--- src/rtl/nvseq_pkg.sv ---
package nvseq_pkg;
  localparam int NUM_CH = 3;
  localparam int DW = 8;
  localparam int CH_W = 2;
  localparam logic [DW-1:0] DEF_VAL = 8'h7F;
  localparam logic [DW-1:0] HIZ_VAL = 8'h80;

  typedef enum logic [1:0] {
    ST_RECALL = 2'd0,
    ST_IDLE   = 2'd1,
    ST_COMMIT = 2'd2
  } seq_state_e;

  typedef logic [NUM_CH-1:0][DW-1:0] bank_t;
endpackage

--- src/rtl/nvseq_timer.sv ---
module nvseq_timer #(
  parameter int CNT_W = 16
) (
  input  logic             clk_i,
  input  logic             rst_ni,
  input  logic             clr_i,
  input  logic             en_i,
  input  logic [CNT_W-1:0] limit_i,
  output logic             done_o
);
  logic [CNT_W-1:0] cnt_q;

  assign done_o = en_i && (cnt_q == limit_i - 1'b1);

  always_ff @(posedge clk_i or negedge rst_ni) begin
    if (!rst_ni)             cnt_q <= '0;
    else if (clr_i || done_o) cnt_q <= '0;
    else if (en_i)           cnt_q <= cnt_q + 1'b1;
  end

  // the count never runs past the selected window
  p_cnt_in_window_r5: assert property (@(posedge clk_i) disable iff (!rst_ni)
    en_i |-> (cnt_q < limit_i));
endmodule

--- src/rtl/nvseq_store.sv ---
module nvseq_store
  import nvseq_pkg::*;
(
  input  logic            clk_i,
  input  logic            rst_ni,
  input  logic            we_i,
  input  logic [CH_W-1:0] ch_i,
  input  logic [DW-1:0]   data_i,
  output bank_t           bank_o
);
  bank_t mem_q;

  always_ff @(posedge clk_i or negedge rst_ni) begin
    if (!rst_ni) begin
      for (int i = 0; i < NUM_CH; i++) mem_q[i] <= DEF_VAL;
    end else if (we_i) begin
      mem_q[ch_i] <= data_i;
    end
  end

  assign bank_o = mem_q;

  // the store changes only through the commit write port
  p_store_hold_r8: assert property (@(posedge clk_i) disable iff (!rst_ni)
    !we_i |=> $stable(mem_q));
endmodule

--- src/rtl/nvseq_live.sv ---
module nvseq_live
  import nvseq_pkg::*;
(
  input  logic            clk_i,
  input  logic            rst_ni,
  input  logic            hiz_i,
  input  logic            load_all_i,
  input  bank_t           bank_i,
  input  logic            we_i,
  input  logic [CH_W-1:0] ch_i,
  input  logic [DW-1:0]   data_i,
  output bank_t           live_o
);
  bank_t live_q;

  for (genvar g = 0; g < NUM_CH; g++) begin : g_ch
    always_ff @(posedge clk_i or negedge rst_ni) begin
      if (!rst_ni)                        live_q[g] <= HIZ_VAL;
      else if (hiz_i)                     live_q[g] <= HIZ_VAL;
      else if (load_all_i)                live_q[g] <= bank_i[g];
      else if (we_i && (ch_i == CH_W'(g))) live_q[g] <= data_i;
    end
  end

  assign live_o = live_q;
endmodule

--- src/rtl/nvseq_ctrl.sv ---
module nvseq_ctrl
  import nvseq_pkg::*;
#(
  parameter int CNT_W = 16,
  parameter int RECALL_CYCLES = 2000,
  parameter int COMMIT_CYCLES = 10000
) (
  input  logic             clk_i,
  input  logic             rst_ni,
  input  logic             soft_rst_i,
  input  logic             req_i,
  input  logic [CH_W-1:0]  req_ch_i,
  input  logic [DW-1:0]    req_data_i,
  input  logic             stop_i,
  input  logic             tmr_done_i,
  output logic             tmr_en_o,
  output logic             tmr_clr_o,
  output logic [CNT_W-1:0] tmr_limit_o,
  output logic             hiz_o,
  output logic             load_all_o,
  output logic             live_we_o,
  output logic             store_we_o,
  output logic [CH_W-1:0]  store_ch_o,
  output logic [DW-1:0]    store_data_o,
  output logic             busy_o,
  output logic             recall_done_o,
  output logic             standby_o
);
  seq_state_e      state_q, state_d;
  logic            armed_q;
  logic [CH_W-1:0] pend_ch_q;
  logic [DW-1:0]   pend_data_q;
  logic            done_q, stby_q;
  logic            accept, start_commit;

  assign busy_o       = (state_q != ST_IDLE);
  assign accept       = req_i && !busy_o && (req_ch_i < CH_W'(NUM_CH));
  assign start_commit = (state_q == ST_IDLE) && stop_i && armed_q;

  assign tmr_en_o    = busy_o && !soft_rst_i;
  assign tmr_clr_o   = soft_rst_i;
  assign tmr_limit_o = (state_q == ST_RECALL) ? CNT_W'(RECALL_CYCLES)
                                              : CNT_W'(COMMIT_CYCLES);

  assign hiz_o        = soft_rst_i;
  assign load_all_o   = (state_q == ST_RECALL) && tmr_done_i && !soft_rst_i;
  assign live_we_o    = accept && !soft_rst_i;
  assign store_we_o   = (state_q == ST_COMMIT) && tmr_done_i && !soft_rst_i;
  assign store_ch_o   = pend_ch_q;
  assign store_data_o = pend_data_q;

  always_comb begin
    state_d = state_q;
    unique case (state_q)
      ST_RECALL: if (tmr_done_i) state_d = ST_IDLE;
      ST_IDLE:   if (start_commit) state_d = ST_COMMIT;
      ST_COMMIT: if (tmr_done_i) state_d = ST_IDLE;
      default:   state_d = ST_RECALL;
    endcase
    if (soft_rst_i) state_d = ST_RECALL;
  end

  always_ff @(posedge clk_i or negedge rst_ni) begin
    if (!rst_ni) begin
      state_q     <= ST_RECALL;
      armed_q     <= 1'b0;
      pend_ch_q   <= '0;
      pend_data_q <= '0;
      done_q      <= 1'b0;
      stby_q      <= 1'b0;
    end else if (soft_rst_i) begin
      state_q <= ST_RECALL;
      armed_q <= 1'b0;
      done_q  <= 1'b0;
      stby_q  <= 1'b0;
    end else begin
      state_q <= state_d;
      if (accept) begin
        armed_q     <= 1'b1;
        pend_ch_q   <= req_ch_i;
        pend_data_q <= req_data_i;
      end else if (store_we_o) begin
        armed_q <= 1'b0;
      end
      if (load_all_o) done_q <= 1'b1;
      // later events win: accept clears, completion or idle stop sets
      if (load_all_o || store_we_o)                        stby_q <= 1'b1;
      else if (start_commit || accept)                     stby_q <= 1'b0;
      else if ((state_q == ST_IDLE) && stop_i && !armed_q) stby_q <= 1'b1;
    end
  end

  assign recall_done_o = done_q;
  assign standby_o     = stby_q;

  // a commit is entered only from idle on a stop with a byte armed
  p_commit_needs_stop_r5: assert property (@(posedge clk_i) disable iff (!rst_ni)
    (state_q == ST_COMMIT && $past(state_q) == ST_IDLE) |-> $past(stop_i && armed_q));
  // standby is never shown while busy
  p_no_standby_busy_r10: assert property (@(posedge clk_i) disable iff (!rst_ni)
    !(busy_o && standby_o));
  // busy drops only when a timed window expires
  p_busy_fall_timed_r2: assert property (@(posedge clk_i) disable iff (!rst_ni)
    $fell(busy_o) |-> $past(tmr_done_i));
  // nothing is accepted while busy
  p_drop_when_busy_r6: assert property (@(posedge clk_i) disable iff (!rst_ni)
    busy_o |-> !live_we_o);
endmodule

--- src/rtl/nvseq_top.sv ---
module nvseq_top
  import nvseq_pkg::*;
#(
  parameter int RECALL_CYCLES = 2000,
  parameter int COMMIT_CYCLES = 10000
) (
  input  logic       clk_i,
  input  logic       rst_ni,
  input  logic       soft_rst_i,
  input  logic       commit_req_i,
  input  logic [1:0] commit_ch_i,
  input  logic [7:0] commit_data_i,
  input  logic       stop_seen_i,
  output logic       busy_o,
  output logic       recall_done_o,
  output logic [7:0] live0_o,
  output logic [7:0] live1_o,
  output logic [7:0] live2_o,
  output logic       standby_o
);
  localparam int MAX_CYC = (RECALL_CYCLES > COMMIT_CYCLES) ? RECALL_CYCLES : COMMIT_CYCLES;
  localparam int CNT_W   = $clog2(MAX_CYC + 1);

  logic             tmr_en, tmr_clr, tmr_done;
  logic [CNT_W-1:0] tmr_limit;
  logic             hiz, load_all, live_we, store_we;
  logic [CH_W-1:0]  store_ch;
  logic [DW-1:0]    store_data;
  bank_t            bank, live;

  nvseq_timer #(.CNT_W(CNT_W)) u_timer (
    .clk_i, .rst_ni,
    .clr_i(tmr_clr), .en_i(tmr_en), .limit_i(tmr_limit), .done_o(tmr_done)
  );

  nvseq_ctrl #(
    .CNT_W(CNT_W), .RECALL_CYCLES(RECALL_CYCLES), .COMMIT_CYCLES(COMMIT_CYCLES)
  ) u_ctrl (
    .clk_i, .rst_ni, .soft_rst_i,
    .req_i(commit_req_i), .req_ch_i(commit_ch_i), .req_data_i(commit_data_i),
    .stop_i(stop_seen_i), .tmr_done_i(tmr_done),
    .tmr_en_o(tmr_en), .tmr_clr_o(tmr_clr), .tmr_limit_o(tmr_limit),
    .hiz_o(hiz), .load_all_o(load_all), .live_we_o(live_we),
    .store_we_o(store_we), .store_ch_o(store_ch), .store_data_o(store_data),
    .busy_o, .recall_done_o, .standby_o
  );

  nvseq_store u_store (
    .clk_i, .rst_ni,
    .we_i(store_we), .ch_i(store_ch), .data_i(store_data), .bank_o(bank)
  );

  nvseq_live u_live (
    .clk_i, .rst_ni,
    .hiz_i(hiz), .load_all_i(load_all), .bank_i(bank),
    .we_i(live_we), .ch_i(commit_ch_i), .data_i(commit_data_i), .live_o(live)
  );

  assign live0_o = live[0];
  assign live1_o = live[1];
  assign live2_o = live[2];

  // outputs stay high-impedance until recall has completed
  p_hiz_before_recall_r3: assert property (@(posedge clk_i) disable iff (!rst_ni)
    !recall_done_o |-> (live0_o == HIZ_VAL && live1_o == HIZ_VAL && live2_o == HIZ_VAL));
  // recall_done is only shown when not busy or during a later commit
  p_done_rises_idle_r2: assert property (@(posedge clk_i) disable iff (!rst_ni)
    $rose(recall_done_o) |-> !busy_o);
endmodule

--- config.mk ---
export PLATFORM = sky130hd
export DESIGN_NAME = nvseq_top
export DESIGN_NICKNAME = d
export VERILOG_FILES = /design/src/rtl/nvseq_pkg.sv /design/src/rtl/nvseq_timer.sv /design/src/rtl/nvseq_store.sv /design/src/rtl/nvseq_live.sv /design/src/rtl/nvseq_ctrl.sv /design/src/rtl/nvseq_top.sv
export SDC_FILE = /design/constraint.sdc
export NUM_CORES = 1
export LEC_CHECK = 0
export ABC_CLOCK_PERIOD_IN_PS = 7010
export BUFFER_PORTS_ARGS = -buffer_cell sky130_fd_sc_hd__buf_2
export CORE_MARGIN = 2
export CORE_UTILIZATION = 50
export DETAILED_ROUTE_END_ITERATION = 8
export PLACE_DENSITY_LB_ADDON = 0.08
export REMOVE_ABC_BUFFERS = 1
export SYNTH_ARGS = -nofsm -noshare
export SYNTH_HDL_FRONTEND = slang
export SYNTH_HIERARCHICAL = 1
export SYNTH_SLANG_ARGS = --single-unit
--- constraint.sdc ---
create_clock -name clk_i -period 7.01 [get_ports clk_i]
set_clock_uncertainty 0.15 [all_clocks]
set_input_delay 1.0515 -clock clk_i [delete_from_list [all_inputs] [get_ports clk_i]]
set_output_delay 1.0515 -clock clk_i [all_outputs]
set_load 0.005 [all_outputs]
==> run_summary.xml, run 1 <==
<?xml version="1.0" encoding="UTF-8"?>
<metrics>
  <group name="die">
    <metric name="initial_utilization" unit="%">51.5</metric>
    <metric name="die_width" unit="µm">96.0</metric>
    <metric name="core_area" unit="µm²">8220</metric>
    <metric name="placementRows" unit="">33</metric>
    <metric name="die-height" unit="µm">96.0</metric>
    <metric name="design.die.area" unit="µm²">9210</metric>
    <metric name="io-pin-count" unit="">42</metric>
  </group>
  <group name="setup_path">
    <metric name="critPathMaxFanout" unit="">19</metric>
    <metric name="crit_path_top_delay_cell" unit="">sky130_fd_sc_hd__nor3b_2</metric>
    <metric name="endpoint_kind" unit="">flop</metric>
    <metric name="worst_ep_arrival_time" unit="ps">4730</metric>
    <metric name="worst-endpoint-required" unit="ps">7090</metric>
    <metric name="critical_path.most_common_cell" unit="">sky130_fd_sc_hd__nor2_1</metric>
    <metric name="crit_path_cell_trace" unit="">nor2_1 &gt; inv_1 &gt; xor2_1 &gt; a21oi_1 &gt; a41o_1 &gt; a222oi_1 &gt; a2111oi_4 &gt; and3_1 &gt; nor3b_2 &gt; nor2_1 &gt; o21ai_2 &gt; mux2_2</metric>
    <metric name="critical_path.max_stage_delay" unit="ps">950</metric>
    <metric name="setup.worst_path.start_class" unit="">flop</metric>
    <metric name="path_class" unit="">flop to flop</metric>
  </group>
  <group name="final_layout">
    <metric name="mostFrequentLayoutCell" unit="">sky130_fd_sc_hd__dfrtp_1</metric>
    <metric name="most-common-layout-cells" unit="">sky130_fd_sc_hd__dfrtp_1 (53), sky130_fd_sc_hd__mux2_2 (45), sky130_fd_sc_hd__buf_2 (40), sky130_fd_sc_hd__nand2_1 (35)</metric>
    <metric name="antenna_cells_inserted" unit="">0</metric>
    <metric name="area_delta_synth_final" unit="%">9.03</metric>
    <metric name="share_of_post_route_cells_with_drive_strength_above_1" unit="%">36.9</metric>
    <metric name="final_cell_area" unit="µm²">4610</metric>
    <metric name="finish.utilization" unit="%">56.1</metric>
    <metric name="nets" unit="">427</metric>
  </group>
  <group name="placement">
    <metric name="dp_worst_setup_slack" unit="ps">1970</metric>
    <metric name="placed_instance_area" unit="µm²">4400</metric>
    <metric name="count_of_buffers_from_port_buffering" unit="">41</metric>
    <metric name="routabilityCongestion" unit="">0.812</metric>
    <metric name="place_hpwl" unit="µm">5530</metric>
  </group>
  <group name="synth">
    <metric name="seq_area_frac_synth" unit="%">46.3</metric>
    <metric name="synthFlopType" unit="">sky130_fd_sc_hd__dfrtp_1</metric>
    <metric name="post_synth_instance_area" unit="µm²">4230</metric>
    <metric name="ys_ff_latch" unit="">77</metric>
    <metric name="count_of_flip_flops_with_a_built_in_enable_after_synthesis" unit="">0</metric>
    <metric name="post_synth_inst_count" unit="">377</metric>
    <metric name="async_reset_ff_share" unit="%">100</metric>
    <metric name="post_synth_num_cell_types" unit="">60</metric>
    <metric name="yosys_warnings" unit="">6</metric>
    <metric name="synth_area_per_cell" unit="µm²">11.2</metric>
  </group>
  <group name="sta">
    <metric name="relSlewSlack" unit="%">23.9</metric>
    <metric name="layout_min_cycle_time" unit="ps">4660</metric>
    <metric name="tns" unit="ps">0</metric>
    <metric name="timing_max_transition_violations_final" unit="">0</metric>
    <metric name="post-route-period-util" unit="%">66.4</metric>
    <metric name="achievable-frequency" unit="MHz">215</metric>
    <metric name="least_margin_pin_slew" unit="ps">1140</metric>
    <metric name="hold_viol_final" unit="">0</metric>
    <metric name="fin_ws" unit="ps">2350</metric>
    <metric name="grt_setup_unrepaired" unit="">no</metric>
    <metric name="count_of_final_setup_violators" unit="">0</metric>
  </group>
  <group name="clocking">
    <metric name="cts_tree" unit="">built</metric>
    <metric name="cts_root_buffer" unit="">sky130_fd_sc_hd__clkbuf_8</metric>
    <metric name="clk_pin_slew" unit="ps">80</metric>
    <metric name="numCtsBuffers" unit="">9</metric>
    <metric name="cts_hold_repair.buffers" unit="">0</metric>
    <metric name="ctsLongestPathBuffers" unit="">2</metric>
    <metric name="numClockSinks" unit="">77</metric>
    <metric name="clkLatencyLatePin" unit="ps">340</metric>
    <metric name="cts_h_tree_lvls" unit="">3</metric>
    <metric name="post_cts_buffers" unit="">0</metric>
    <metric name="ctsResizeCount" unit="">0</metric>
  </group>
  <group name="route">
    <metric name="route.layer.met1.wl" unit="µm">4090</metric>
    <metric name="drt_iter0_drc" unit="">69</metric>
    <metric name="drt_pass1_iterations" unit="">4</metric>
    <metric name="drc" unit="">0</metric>
    <metric name="wl_met3" unit="µm">317</metric>
    <metric name="wl_met2" unit="µm">3560</metric>
    <metric name="top_layer" unit="">met4</metric>
    <metric name="drt-wirelength-per-cell" unit="µm">15.4</metric>
    <metric name="routed_via_density" unit="">5.44</metric>
    <metric name="total_via_count_after_detailed_routing" unit="">2830</metric>
    <metric name="ant_nets" unit="">0</metric>
    <metric name="route.final.wire_length" unit="µm">8030</metric>
  </group>
  <group name="power_and_ir_drop">
    <metric name="cellLeakagePower" unit="nW">2.05</metric>
    <metric name="p_per_area" unit="nW/µm²">193</metric>
    <metric name="vdd_ir_drop_max" unit="V">0.000107</metric>
  </group>
  <group name="global_route">
    <metric name="antenna_violations_before_repair" unit="">0</metric>
    <metric name="maximum_number_of_pins_on_one_net_before_global_route_repair" unit="">78</metric>
    <metric name="global_route_wire_length_before_repair" unit="µm">13100</metric>
    <metric name="grt_pass1_vias" unit="">2652</metric>
    <metric name="globalRouteOverflowTotal" unit="">0</metric>
    <metric name="groute.usage.overall" unit="%">18.7</metric>
  </group>
  <group name="outcome">
    <metric name="run_status" unit="">finished, final reports clean</metric>
  </group>
  <group name="min_path">
    <metric name="hp-class" unit="">flop to flop</metric>
  </group>
  <group name="flow_run">
    <metric name="cap_viol_max_count" unit="">0</metric>
  </group>
</metrics>
[per-stage QoR]
stage | total power, mW | cells | hold WS, ps
after floorplan | 0.517 | 357 | 330
after detailed placement | 0.555 | 504 | 326
after global routing | 0.932 | 520 | 368
after global placement | 0.554 | 504 | 321
after CTS | 0.902 | 520 | 346
final | 0.889 | 520 | 341
[final cells by class]
class / instances / area, µm²
Multi-Input combinational cell: 273 / 2070
Sequential cell: 77 / 1960
Clock inverter: 6 / 68.8
Inverter: 7 / 26.3
Fill cell: 746 / 3610
Clock buffer: 10 / 138
Timing Repair Buffer: 42 / 215
Tap cell: 105 / 131
[worst max-delay path: cells and delay by family, from the launching register on]
| kind | cells | cell delay [ps] |
|---|---|---|
| AND/OR/NAND/NOR | 4 | 2100 |
| AO/OA/AOI/OAI | 5 | 960 |
| flip-flops | 1 | 470 |
| multiplexers | 1 | 400 |
| XOR/XNOR | 1 | 240 |
| buffers and inverters | 1 | 210 |
[cell families after synthesis]
group                      share of synthesized area [%]
xor gates and xnor gates                            5.80
adders and majority gates                          0.592
AOI/OAI and AO/OA                                   6.84
other                                              0.178
muxes                                               17.5
DFF                                                 46.3
buffers and inverters                               5.59
and+or+nand+nor                                     17.2
[final timing paths]
path                       cells after the start  slack [ps]                          start                                 end
max                                           12        2350  u_ctrl/state_q[0]$_DFFE_PN0P_       u_live/live_o[11]$_DFFE_PN0P_
min                                            1         340   u_live/live_o[6]$_DFFE_PN0P_        u_live/live_o[6]$_DFFE_PN0P_
max reg2reg                                   12        2350  u_ctrl/state_q[0]$_DFFE_PN0P_       u_live/live_o[11]$_DFFE_PN0P_
min reg2reg                                    1         340   u_live/live_o[6]$_DFFE_PN0P_        u_live/live_o[6]$_DFFE_PN0P_
max in group asynchronous                      1        5390                         rst_ni  u_ctrl/store_data_o[6]$_DFFE_PN0P_
min in group asynchronous                      1         680                         rst_ni        u_ctrl/standby_o$_DFFE_PN0P_
[cell usage after synthesis, types with 2 or more instances]
cell type | count | area [µm²]
sky130_fd_sc_hd__clkbuf_1 | 7 | 26.3
sky130_fd_sc_hd__buf_4 | 15 | 113
sky130_fd_sc_hd__mux2_1 | 4 | 45.0
sky130_fd_sc_hd__nand2b_1 | 6 | 37.5
sky130_fd_sc_hd__and3_1 | 5 | 31.3
sky130_fd_sc_hd__nand2_1 | 35 | 131
sky130_fd_sc_hd__mux2i_1 | 4 | 40.0
sky130_fd_sc_hd__nand3b_1 | 4 | 30.0
sky130_fd_sc_hd__nor2_1 | 26 | 97.6
sky130_fd_sc_hd__xnor2_1 | 12 | 105
sky130_fd_sc_hd__dfrtp_1 | 53 | 1330
sky130_fd_sc_hd__conb_1 | 2 | 7.51
sky130_fd_sc_hd__a21oi_1 | 26 | 130
sky130_fd_sc_hd__nand3b_2 | 2 | 22.5
sky130_fd_sc_hd__inv_1 | 7 | 26.3
sky130_fd_sc_hd__dfstp_2 | 24 | 631
sky130_fd_sc_hd__nor4_1 | 3 | 18.8
sky130_fd_sc_hd__nand3_1 | 10 | 50.1
sky130_fd_sc_hd__or4_1 | 3 | 22.5
sky130_fd_sc_hd__or2b_1 | 4 | 30.0
sky130_fd_sc_hd__mux2_4 | 10 | 150
sky130_fd_sc_hd__buf_6 | 6 | 67.6
sky130_fd_sc_hd__nor2b_1 | 2 | 12.5
sky130_fd_sc_hd__xor2_1 | 16 | 140
sky130_fd_sc_hd__mux2_2 | 45 | 507
sky130_fd_sc_hd__nor3_1 | 5 | 25.0
sky130_fd_sc_hd__nand4_1 | 5 | 31.3
sky130_fd_sc_hd__nor3b_1 | 3 | 22.5
sky130_fd_sc_hd__ha_1 | 2 | 25.0
[registers in the layout, summed over array words and instances (netlist names)]
| signal | flops |
|---|---|
| u_ctrl/armed_q | 1 |
| u_ctrl/recall_done_o | 1 |
| u_ctrl/standby_o | 1 |
| u_ctrl/state_q | 2 |
| u_ctrl/store_ch_o | 2 |
| u_ctrl/store_data_o | 8 |
| u_live/live_o | 24 |
| u_store/bank_o | 24 |
| u_timer/cnt_q | 14 |
[where the power goes]
part	switching [mW]	total (mW)	internal [mW]
clock	0.166	0.342	0.177
combinational	0.0452	0.0799	0.0347
sequential	0.00808	0.467	0.459
[per-layer routing]
metal  global-route usage (%)  vias to the layer above
li1                         -                     1367
met1                     26.7                     1411
met2                     28.8                       45
met3                     4.39                        7
met4                     4.64                        0
met5                        0                        -
(Power assumes the default switching activity.)
==> run 2, diff against run 1 <==
- ABC_CLOCK_PERIOD_IN_PS: 7010 -> 4400
- clock period: 7.01 -> 4.4 ns (I/O delays scaled with it)
==> run 2 against run 1 <==
Net effect: sequential power grew 59%; sequential share of layout area shrank 0.14 points; count of clock-buffer cells in the layout is the same; combinational power grew 64%; largest power group unchanged; total power grew 57%.
==> run_summary.xml, run 2 (same netlist as run 1, synthesis figures left out) <==
<?xml version="1.0" encoding="UTF-8"?>
<metrics>
  <group name="placement">
    <metric name="post-place-cells" unit="">508</metric>
    <metric name="count_of_buffers_from_port_buffering" unit="">41</metric>
    <metric name="place_hpwl" unit="µm">5680</metric>
    <metric name="routabilityCongestion" unit="">0.820</metric>
    <metric name="placed_instance_area" unit="µm²">4430</metric>
  </group>
  <group name="clocking">
    <metric name="clkLatencyLatePin" unit="ps">350</metric>
    <metric name="ctsResizeCount" unit="">0</metric>
    <metric name="clk_pin_slew" unit="ps">80</metric>
    <metric name="cts_root_buffer" unit="">sky130_fd_sc_hd__clkbuf_8</metric>
    <metric name="post_cts_buffers" unit="">0</metric>
    <metric name="cts_h_tree_lvls" unit="">3</metric>
    <metric name="numCtsBuffers" unit="">9</metric>
    <metric name="ctsLongestPathBuffers" unit="">2</metric>
    <metric name="cts_hold_repair.buffers" unit="">0</metric>
    <metric name="numClockSinks" unit="">77</metric>
    <metric name="cts_tree" unit="">built</metric>
  </group>
  <group name="setup_path">
    <metric name="crit_path_start" unit="">u_ctrl/state_q[0]$_DFFE_PN0P_</metric>
    <metric name="crit-reg2reg-launch" unit="">u_ctrl/state_q[0]$_DFFE_PN0P_</metric>
    <metric name="worst_reg2reg_path_endpoint" unit="">u_live/live_o[3]$_DFFE_PN0P_</metric>
    <metric name="critPathMaxFanout" unit="">21</metric>
    <metric name="r2r.worst_path.cells" unit="">12</metric>
    <metric name="worst_ep_arrival_time" unit="ps">3820</metric>
    <metric name="endpoint_kind" unit="">flop</metric>
    <metric name="worst-endpoint-required" unit="ps">4480</metric>
    <metric name="setup.worst_path.start_class" unit="">flop</metric>
    <metric name="timing.reg2reg.setup_slack" unit="ps">650</metric>
    <metric name="path_class" unit="">flop to flop</metric>
  </group>
  <group name="die">
    <metric name="design.die.area" unit="µm²">9210</metric>
    <metric name="io-pin-count" unit="">42</metric>
    <metric name="die_width" unit="µm">96.0</metric>
    <metric name="core_area" unit="µm²">8220</metric>
    <metric name="initial_utilization" unit="%">51.5</metric>
    <metric name="die-height" unit="µm">96.0</metric>
    <metric name="placementRows" unit="">33</metric>
  </group>
  <group name="sta">
    <metric name="layout_min_cycle_time" unit="ps">3750</metric>
    <metric name="grt_setup_unrepaired" unit="">no</metric>
    <metric name="count_of_final_setup_violators" unit="">0</metric>
    <metric name="relSlewSlack" unit="%">36.3</metric>
    <metric name="whs" unit="ps">298</metric>
    <metric name="least_margin_pin_slew" unit="ps">956</metric>
    <metric name="hold_viol_final" unit="">0</metric>
    <metric name="timing_max_transition_violations_final" unit="">0</metric>
    <metric name="achievable-frequency" unit="MHz">267</metric>
    <metric name="post-route-period-util" unit="%">85.1</metric>
  </group>
  <group name="final_layout">
    <metric name="area_delta_synth_final" unit="%">9.38</metric>
    <metric name="final_cell_area" unit="µm²">4620</metric>
    <metric name="antenna_cells_inserted" unit="">0</metric>
    <metric name="fin_cells" unit="">524</metric>
    <metric name="share_of_post_route_cells_with_drive_strength_above_1" unit="%">37.2</metric>
    <metric name="most-common-layout-cells" unit="">sky130_fd_sc_hd__dfrtp_1 (53), sky130_fd_sc_hd__mux2_2 (45), sky130_fd_sc_hd__buf_2 (40), sky130_fd_sc_hd__nand2_1 (35)</metric>
    <metric name="nets" unit="">431</metric>
    <metric name="mostFrequentLayoutCell" unit="">sky130_fd_sc_hd__dfrtp_1</metric>
  </group>
  <group name="min_path">
    <metric name="hp-class" unit="">primary input to async pin</metric>
  </group>
  <group name="global_route">
    <metric name="antenna_violations_before_repair" unit="">0</metric>
    <metric name="globalRouteOverflowTotal" unit="">0</metric>
    <metric name="grt_pass1_vias" unit="">2837</metric>
    <metric name="groute.usage.overall" unit="%">20.0</metric>
    <metric name="global_route_wire_length_before_repair" unit="µm">13900</metric>
    <metric name="maximum_number_of_pins_on_one_net_before_global_route_repair" unit="">78</metric>
  </group>
  <group name="route">
    <metric name="total_via_count_after_detailed_routing" unit="">2862</metric>
    <metric name="routed_via_density" unit="">5.46</metric>
    <metric name="route.final.wire_length" unit="µm">8360</metric>
    <metric name="drc" unit="">0</metric>
    <metric name="ant_nets" unit="">0</metric>
    <metric name="drt_pass1_iterations" unit="">4</metric>
    <metric name="drt-wirelength-per-cell" unit="µm">15.9</metric>
    <metric name="drt_iter0_drc" unit="">119</metric>
  </group>
  <group name="power_and_ir_drop">
    <metric name="pwr-share-comb" unit="%">9.4</metric>
    <metric name="power.sequential.fraction" unit="%">53.1</metric>
    <metric name="cellLeakagePower" unit="nW">2.06</metric>
    <metric name="clock_power_share" unit="%">37.5</metric>
    <metric name="internal_power" unit="mW">1.05</metric>
    <metric name="sw_pwr" unit="mW">0.347</metric>
    <metric name="vdd_ir_drop_max" unit="V">0.000215</metric>
    <metric name="p_per_area" unit="nW/µm²">302</metric>
    <metric name="switching_share" unit="%">24.9</metric>
  </group>
  <group name="outcome">
    <metric name="run_status" unit="">finished, final reports clean</metric>
  </group>
  <group name="flow_run">
    <metric name="cap_viol_max_count" unit="">0</metric>
  </group>
</metrics>
==> run 2: worst max path at each step <==
stage	to	slack, ps
finish	u_live/live_o[3]$_DFFE_PN0P_	650
global route	u_live/live_o[3]$_DFFE_PN0P_	340
CTS	u_live/live_o[3]$_DFFE_PN0P_	610
detailed placement	u_live/live_o[3]$_DFFE_PN0P_	620
global placement	u_live/live_o[2]$_DFFE_PN0P_	740
floorplan	u_live/live_o[10]$_DFFE_PN0P_	-690
==> run 2: worst max-delay path, stage by stage, from the launching register on <==
cell and delay, ps:
sky130_fd_sc_hd__dfrtp_1 460, sky130_fd_sc_hd__nor2_1 170, sky130_fd_sc_hd__inv_1 90, sky130_fd_sc_hd__xor2_1 280, sky130_fd_sc_hd__a21oi_1 90, sky130_fd_sc_hd__a41o_1 210
sky130_fd_sc_hd__a222oi_1 510, sky130_fd_sc_hd__a2111oi_4 60, sky130_fd_sc_hd__and3_1 260, sky130_fd_sc_hd__nor3b_2 200, sky130_fd_sc_hd__buf_4 230, sky130_fd_sc_hd__nor3_4 520
sky130_fd_sc_hd__mux2_2 400
==> run 2: power groups by stage <==
stage | Clock, mW | Combinational (mW) | Sequential (mW)
global route | 0.574 | 0.148 | 0.746
CTS | 0.539 | 0.131 | 0.743
detailed placement | 0 | 0.130 | 0.756
global placement | 0 | 0.128 | 0.756
finish | 0.524 | 0.131 | 0.743
floorplan | 0 | 0.0660 | 0.758
==> run 2: final cells by class <==
| cell class | instances | area [µm²] |
|---|---|---|
| multi-input cells | 273 | 2070 |
| clock inverters | 6 | 63.8 |
| inverters | 7 | 26.3 |
| fillers | 710 | 3590 |
| well taps | 105 | 131 |
| clock buffers | 10 | 128 |
| repair buffers | 46 | 245 |
| flip-flops and latches | 77 | 1960 |
==> run 2: routing by layer <==
layer | up-vias | global-route usage, % | part of all wire, %
met5 | - | 0 | 0
met4 | 0 | 7.14 | 1.3
met3 | 8 | 3.60 | 3.0
met2 | 45 | 30.5 | 45
met1 | 1432 | 28.6 | 50
li1 | 1377 | - | -
==> run 2: metrics by stage <==
step / util (%) / power, mW / worst slack, ps / setup TNS, ps
6_report: 56.3 / 1.40 / 654 / 0
5_1_grt: 56.3 / 1.47 / 337 / 0
4_1_cts: 56.3 / 1.41 / 607 / 0
3_5_place_dp: 54.0 / 0.887 / 621 / 0
3_3_place_gp: 54.0 / 0.884 / 742 / 0
2_1_floorplan: - / 0.824 / -691 / -13640
==> run 3, diff against run 2 <==
- CORE_UTILIZATION: 50 -> 59
==> run 3 against run 2 <==
Net effect: total power grew 1.8%; register-to-register slack lost 30 ps; design area is essentially flat; final cell count shrank 1.9%; die area shrank 15%; critical endpoint is now u_store/bank_o[7]$_DFFE_PN0P_; largest power group unchanged.
==> run_summary.xml, run 3 (same netlist as run 1, synthesis figures left out) <==
<?xml version="1.0" encoding="UTF-8"?>
<metrics>
  <group name="die">
    <metric name="io-pin-count" unit="">42</metric>
    <metric name="core_area" unit="µm²">6870</metric>
    <metric name="placementRows" unit="">30</metric>
    <metric name="die_width" unit="µm">88.7</metric>
    <metric name="die-height" unit="µm">88.7</metric>
    <metric name="initial_utilization" unit="%">61.5</metric>
    <metric name="design.die.area" unit="µm²">7860</metric>
  </group>
  <group name="route">
    <metric name="route.final.wire_length" unit="µm">8270</metric>
    <metric name="drc" unit="">0</metric>
    <metric name="ant_nets" unit="">0</metric>
    <metric name="drt_iter0_drc" unit="">247</metric>
    <metric name="routed_via_density" unit="">5.63</metric>
    <metric name="drt-wirelength-per-cell" unit="µm">16.1</metric>
    <metric name="total_via_count_after_detailed_routing" unit="">2892</metric>
    <metric name="drt_pass1_iterations" unit="">5</metric>
  </group>
  <group name="global_route">
    <metric name="grt-busiest-layer" unit="">met2</metric>
    <metric name="globalRouteMet1Util" unit="%">33.4</metric>
    <metric name="grt.met3_usage" unit="%">3.17</metric>
    <metric name="maximum_number_of_pins_on_one_net_before_global_route_repair" unit="">78</metric>
    <metric name="grt_pass1_vias" unit="">2798</metric>
    <metric name="groute.usage.overall" unit="%">22.7</metric>
    <metric name="global_route_wire_length_before_repair" unit="µm">13700</metric>
    <metric name="global_route.usage.met2" unit="%">34.4</metric>
    <metric name="antenna_violations_before_repair" unit="">0</metric>
    <metric name="globalRouteOverflowTotal" unit="">0</metric>
  </group>
  <group name="clocking">
    <metric name="numCtsBuffers" unit="">9</metric>
    <metric name="clkLatencyLatePin" unit="ps">340</metric>
    <metric name="cts_root_buffer" unit="">sky130_fd_sc_hd__clkbuf_8</metric>
    <metric name="ctsResizeCount" unit="">0</metric>
    <metric name="cts_tree" unit="">built</metric>
    <metric name="numClockSinks" unit="">77</metric>
    <metric name="clk_pin_slew" unit="ps">80</metric>
    <metric name="cts_hold_repair.buffers" unit="">0</metric>
    <metric name="cts_h_tree_lvls" unit="">3</metric>
    <metric name="post_cts_buffers" unit="">0</metric>
    <metric name="ctsLongestPathBuffers" unit="">2</metric>
  </group>
  <group name="min_path">
    <metric name="hp-class" unit="">primary input to async pin</metric>
  </group>
  <group name="setup_path">
    <metric name="path_class" unit="">flop to flop</metric>
    <metric name="setup.worst_path.start_class" unit="">flop</metric>
    <metric name="worst-endpoint-required" unit="ps">4480</metric>
    <metric name="critPathMaxFanout" unit="">8</metric>
    <metric name="worst_ep_arrival_time" unit="ps">3850</metric>
    <metric name="r2r.worst_path.cells" unit="">11</metric>
    <metric name="endpoint_kind" unit="">flop</metric>
  </group>
  <group name="power_and_ir_drop">
    <metric name="cellLeakagePower" unit="nW">2.07</metric>
    <metric name="vdd_ir_drop_max" unit="V">0.000194</metric>
    <metric name="post-layout-total-power" unit="mW">1.42</metric>
    <metric name="p_per_area" unit="nW/µm²">308</metric>
  </group>
  <group name="outcome">
    <metric name="run_status" unit="">finished, final reports clean</metric>
  </group>
  <group name="final_layout">
    <metric name="most-common-layout-cells" unit="">sky130_fd_sc_hd__dfrtp_1 (53), sky130_fd_sc_hd__mux2_2 (45), sky130_fd_sc_hd__buf_2 (40), sky130_fd_sc_hd__nand2_1 (35)</metric>
    <metric name="area_delta_synth_final" unit="%">9.29</metric>
    <metric name="mostFrequentLayoutCell" unit="">sky130_fd_sc_hd__dfrtp_1</metric>
    <metric name="finish.utilization" unit="%">67.3</metric>
    <metric name="share_of_post_route_cells_with_drive_strength_above_1" unit="%">37.3</metric>
    <metric name="nets" unit="">430</metric>
    <metric name="antenna_cells_inserted" unit="">0</metric>
  </group>
  <group name="sta">
    <metric name="post-route-period-util" unit="%">85.8</metric>
    <metric name="relSlewSlack" unit="%">37.1</metric>
    <metric name="achievable-frequency" unit="MHz">265</metric>
    <metric name="tns" unit="ps">0</metric>
    <metric name="least_margin_pin_slew" unit="ps">943</metric>
    <metric name="timing_max_transition_violations_final" unit="">0</metric>
    <metric name="layout_min_cycle_time" unit="ps">3780</metric>
    <metric name="grt_setup_unrepaired" unit="">no</metric>
    <metric name="hold_viol_final" unit="">0</metric>
    <metric name="count_of_final_setup_violators" unit="">0</metric>
  </group>
  <group name="placement">
    <metric name="routabilityCongestion" unit="">0.793</metric>
    <metric name="count_of_buffers_from_port_buffering" unit="">41</metric>
    <metric name="place_hpwl" unit="µm">5680</metric>
  </group>
  <group name="flow_run">
    <metric name="cap_viol_max_count" unit="">0</metric>
  </group>
</metrics>
==> run 3: cell count changes in the layout (fill, tap and decap cells not counted) <==
| cell | change |
|---|---|
| sky130_fd_sc_hd__clkbuf_1 | -1 |
| sky130_fd_sc_hd__clkbuf_8 | +1 |
| sky130_fd_sc_hd__clkinvlp_4 | -1 |
| sky130_fd_sc_hd__inv_6 | +1 |
| sky130_fd_sc_hd__clkinv_4 | +1 |
| sky130_fd_sc_hd__clkinv_2 | -1 |
| sky130_fd_sc_hd__buf_4 | -1 |
==> run 3: worst paths after layout <==
kind | start | to | slack (ps)
worst min-delay path | rst_ni | u_timer/cnt_q[0]$_DFFE_PN0P_ | 290
worst min register to register | u_live/live_o[5]$_DFFE_PN0P_ | u_live/live_o[5]$_DFFE_PN0P_ | 340
worst max-delay path | u_ctrl/state_q[0]$_DFFE_PN0P_ | u_store/bank_o[7]$_DFFE_PN0P_ | 620
min in group clk_i | u_live/live_o[5]$_DFFE_PN0P_ | u_live/live_o[5]$_DFFE_PN0P_ | 340
max in group asynchronous | rst_ni | u_live/live_o[4]$_DFFE_PN0P_ | 3180
worst max register to register | u_ctrl/state_q[0]$_DFFE_PN0P_ | u_store/bank_o[7]$_DFFE_PN0P_ | 620
==> run 3: critical path: stages, from the launching register on <==
cell and delay, ps:
sky130_fd_sc_hd__dfrtp_1 460, sky130_fd_sc_hd__nor2_1 200, sky130_fd_sc_hd__inv_1 100, sky130_fd_sc_hd__xor2_1 190
sky130_fd_sc_hd__a21oi_1 200, sky130_fd_sc_hd__a41o_1 120, sky130_fd_sc_hd__a222oi_1 130, sky130_fd_sc_hd__a2111oi_4 250
sky130_fd_sc_hd__and3_1 340, sky130_fd_sc_hd__nor4bb_1 610, sky130_fd_sc_hd__nor3b_4 540, sky130_fd_sc_hd__mux2_2 380
==> run 3: layout make-up <==
type / instances / area (µm²)
repair buffers: 45 / 238
well taps: 96 / 120
fillers: 559 / 2250
flip-flops and latches: 77 / 1960
inverters: 7 / 26.3
clock buffers: 10 / 138
multi-input cells: 273 / 2070
clock inverters: 6 / 68.8
==> run 3: stage by stage <==
step                instances  hold slack [ps]  area (µm²)  setup slack, ps
floorplan                 357              214        4050             -691
finish                    514              287        4620              624
CTS                       514              345        4620              657
global placement          498              320        4410              762
detailed placement        498              328        4410              617
global route              514              366        4620              383
==> run 3: report_power, final <==
| group | total [mW] | internal [mW] | leakage [nW] | switching [mW] |
|---|---|---|---|---|
| combinational | 0.131 | 0.0566 | 0.999 | 0.0745 |
| sequential | 0.743 | 0.731 | 0.965 | 0.0119 |
| clock | 0.548 | 0.282 | 0.103 | 0.266 |
| total | 1.42 | 1.07 | 2.07 | 0.353 |
==> run 3: layer usage <==
layer  share of wire (%)  up-vias
met5                   0        -
met4                 1.0        0
met3                 3.4        8
met2                  45       64
met1                  50     1438
li1                    -     1382
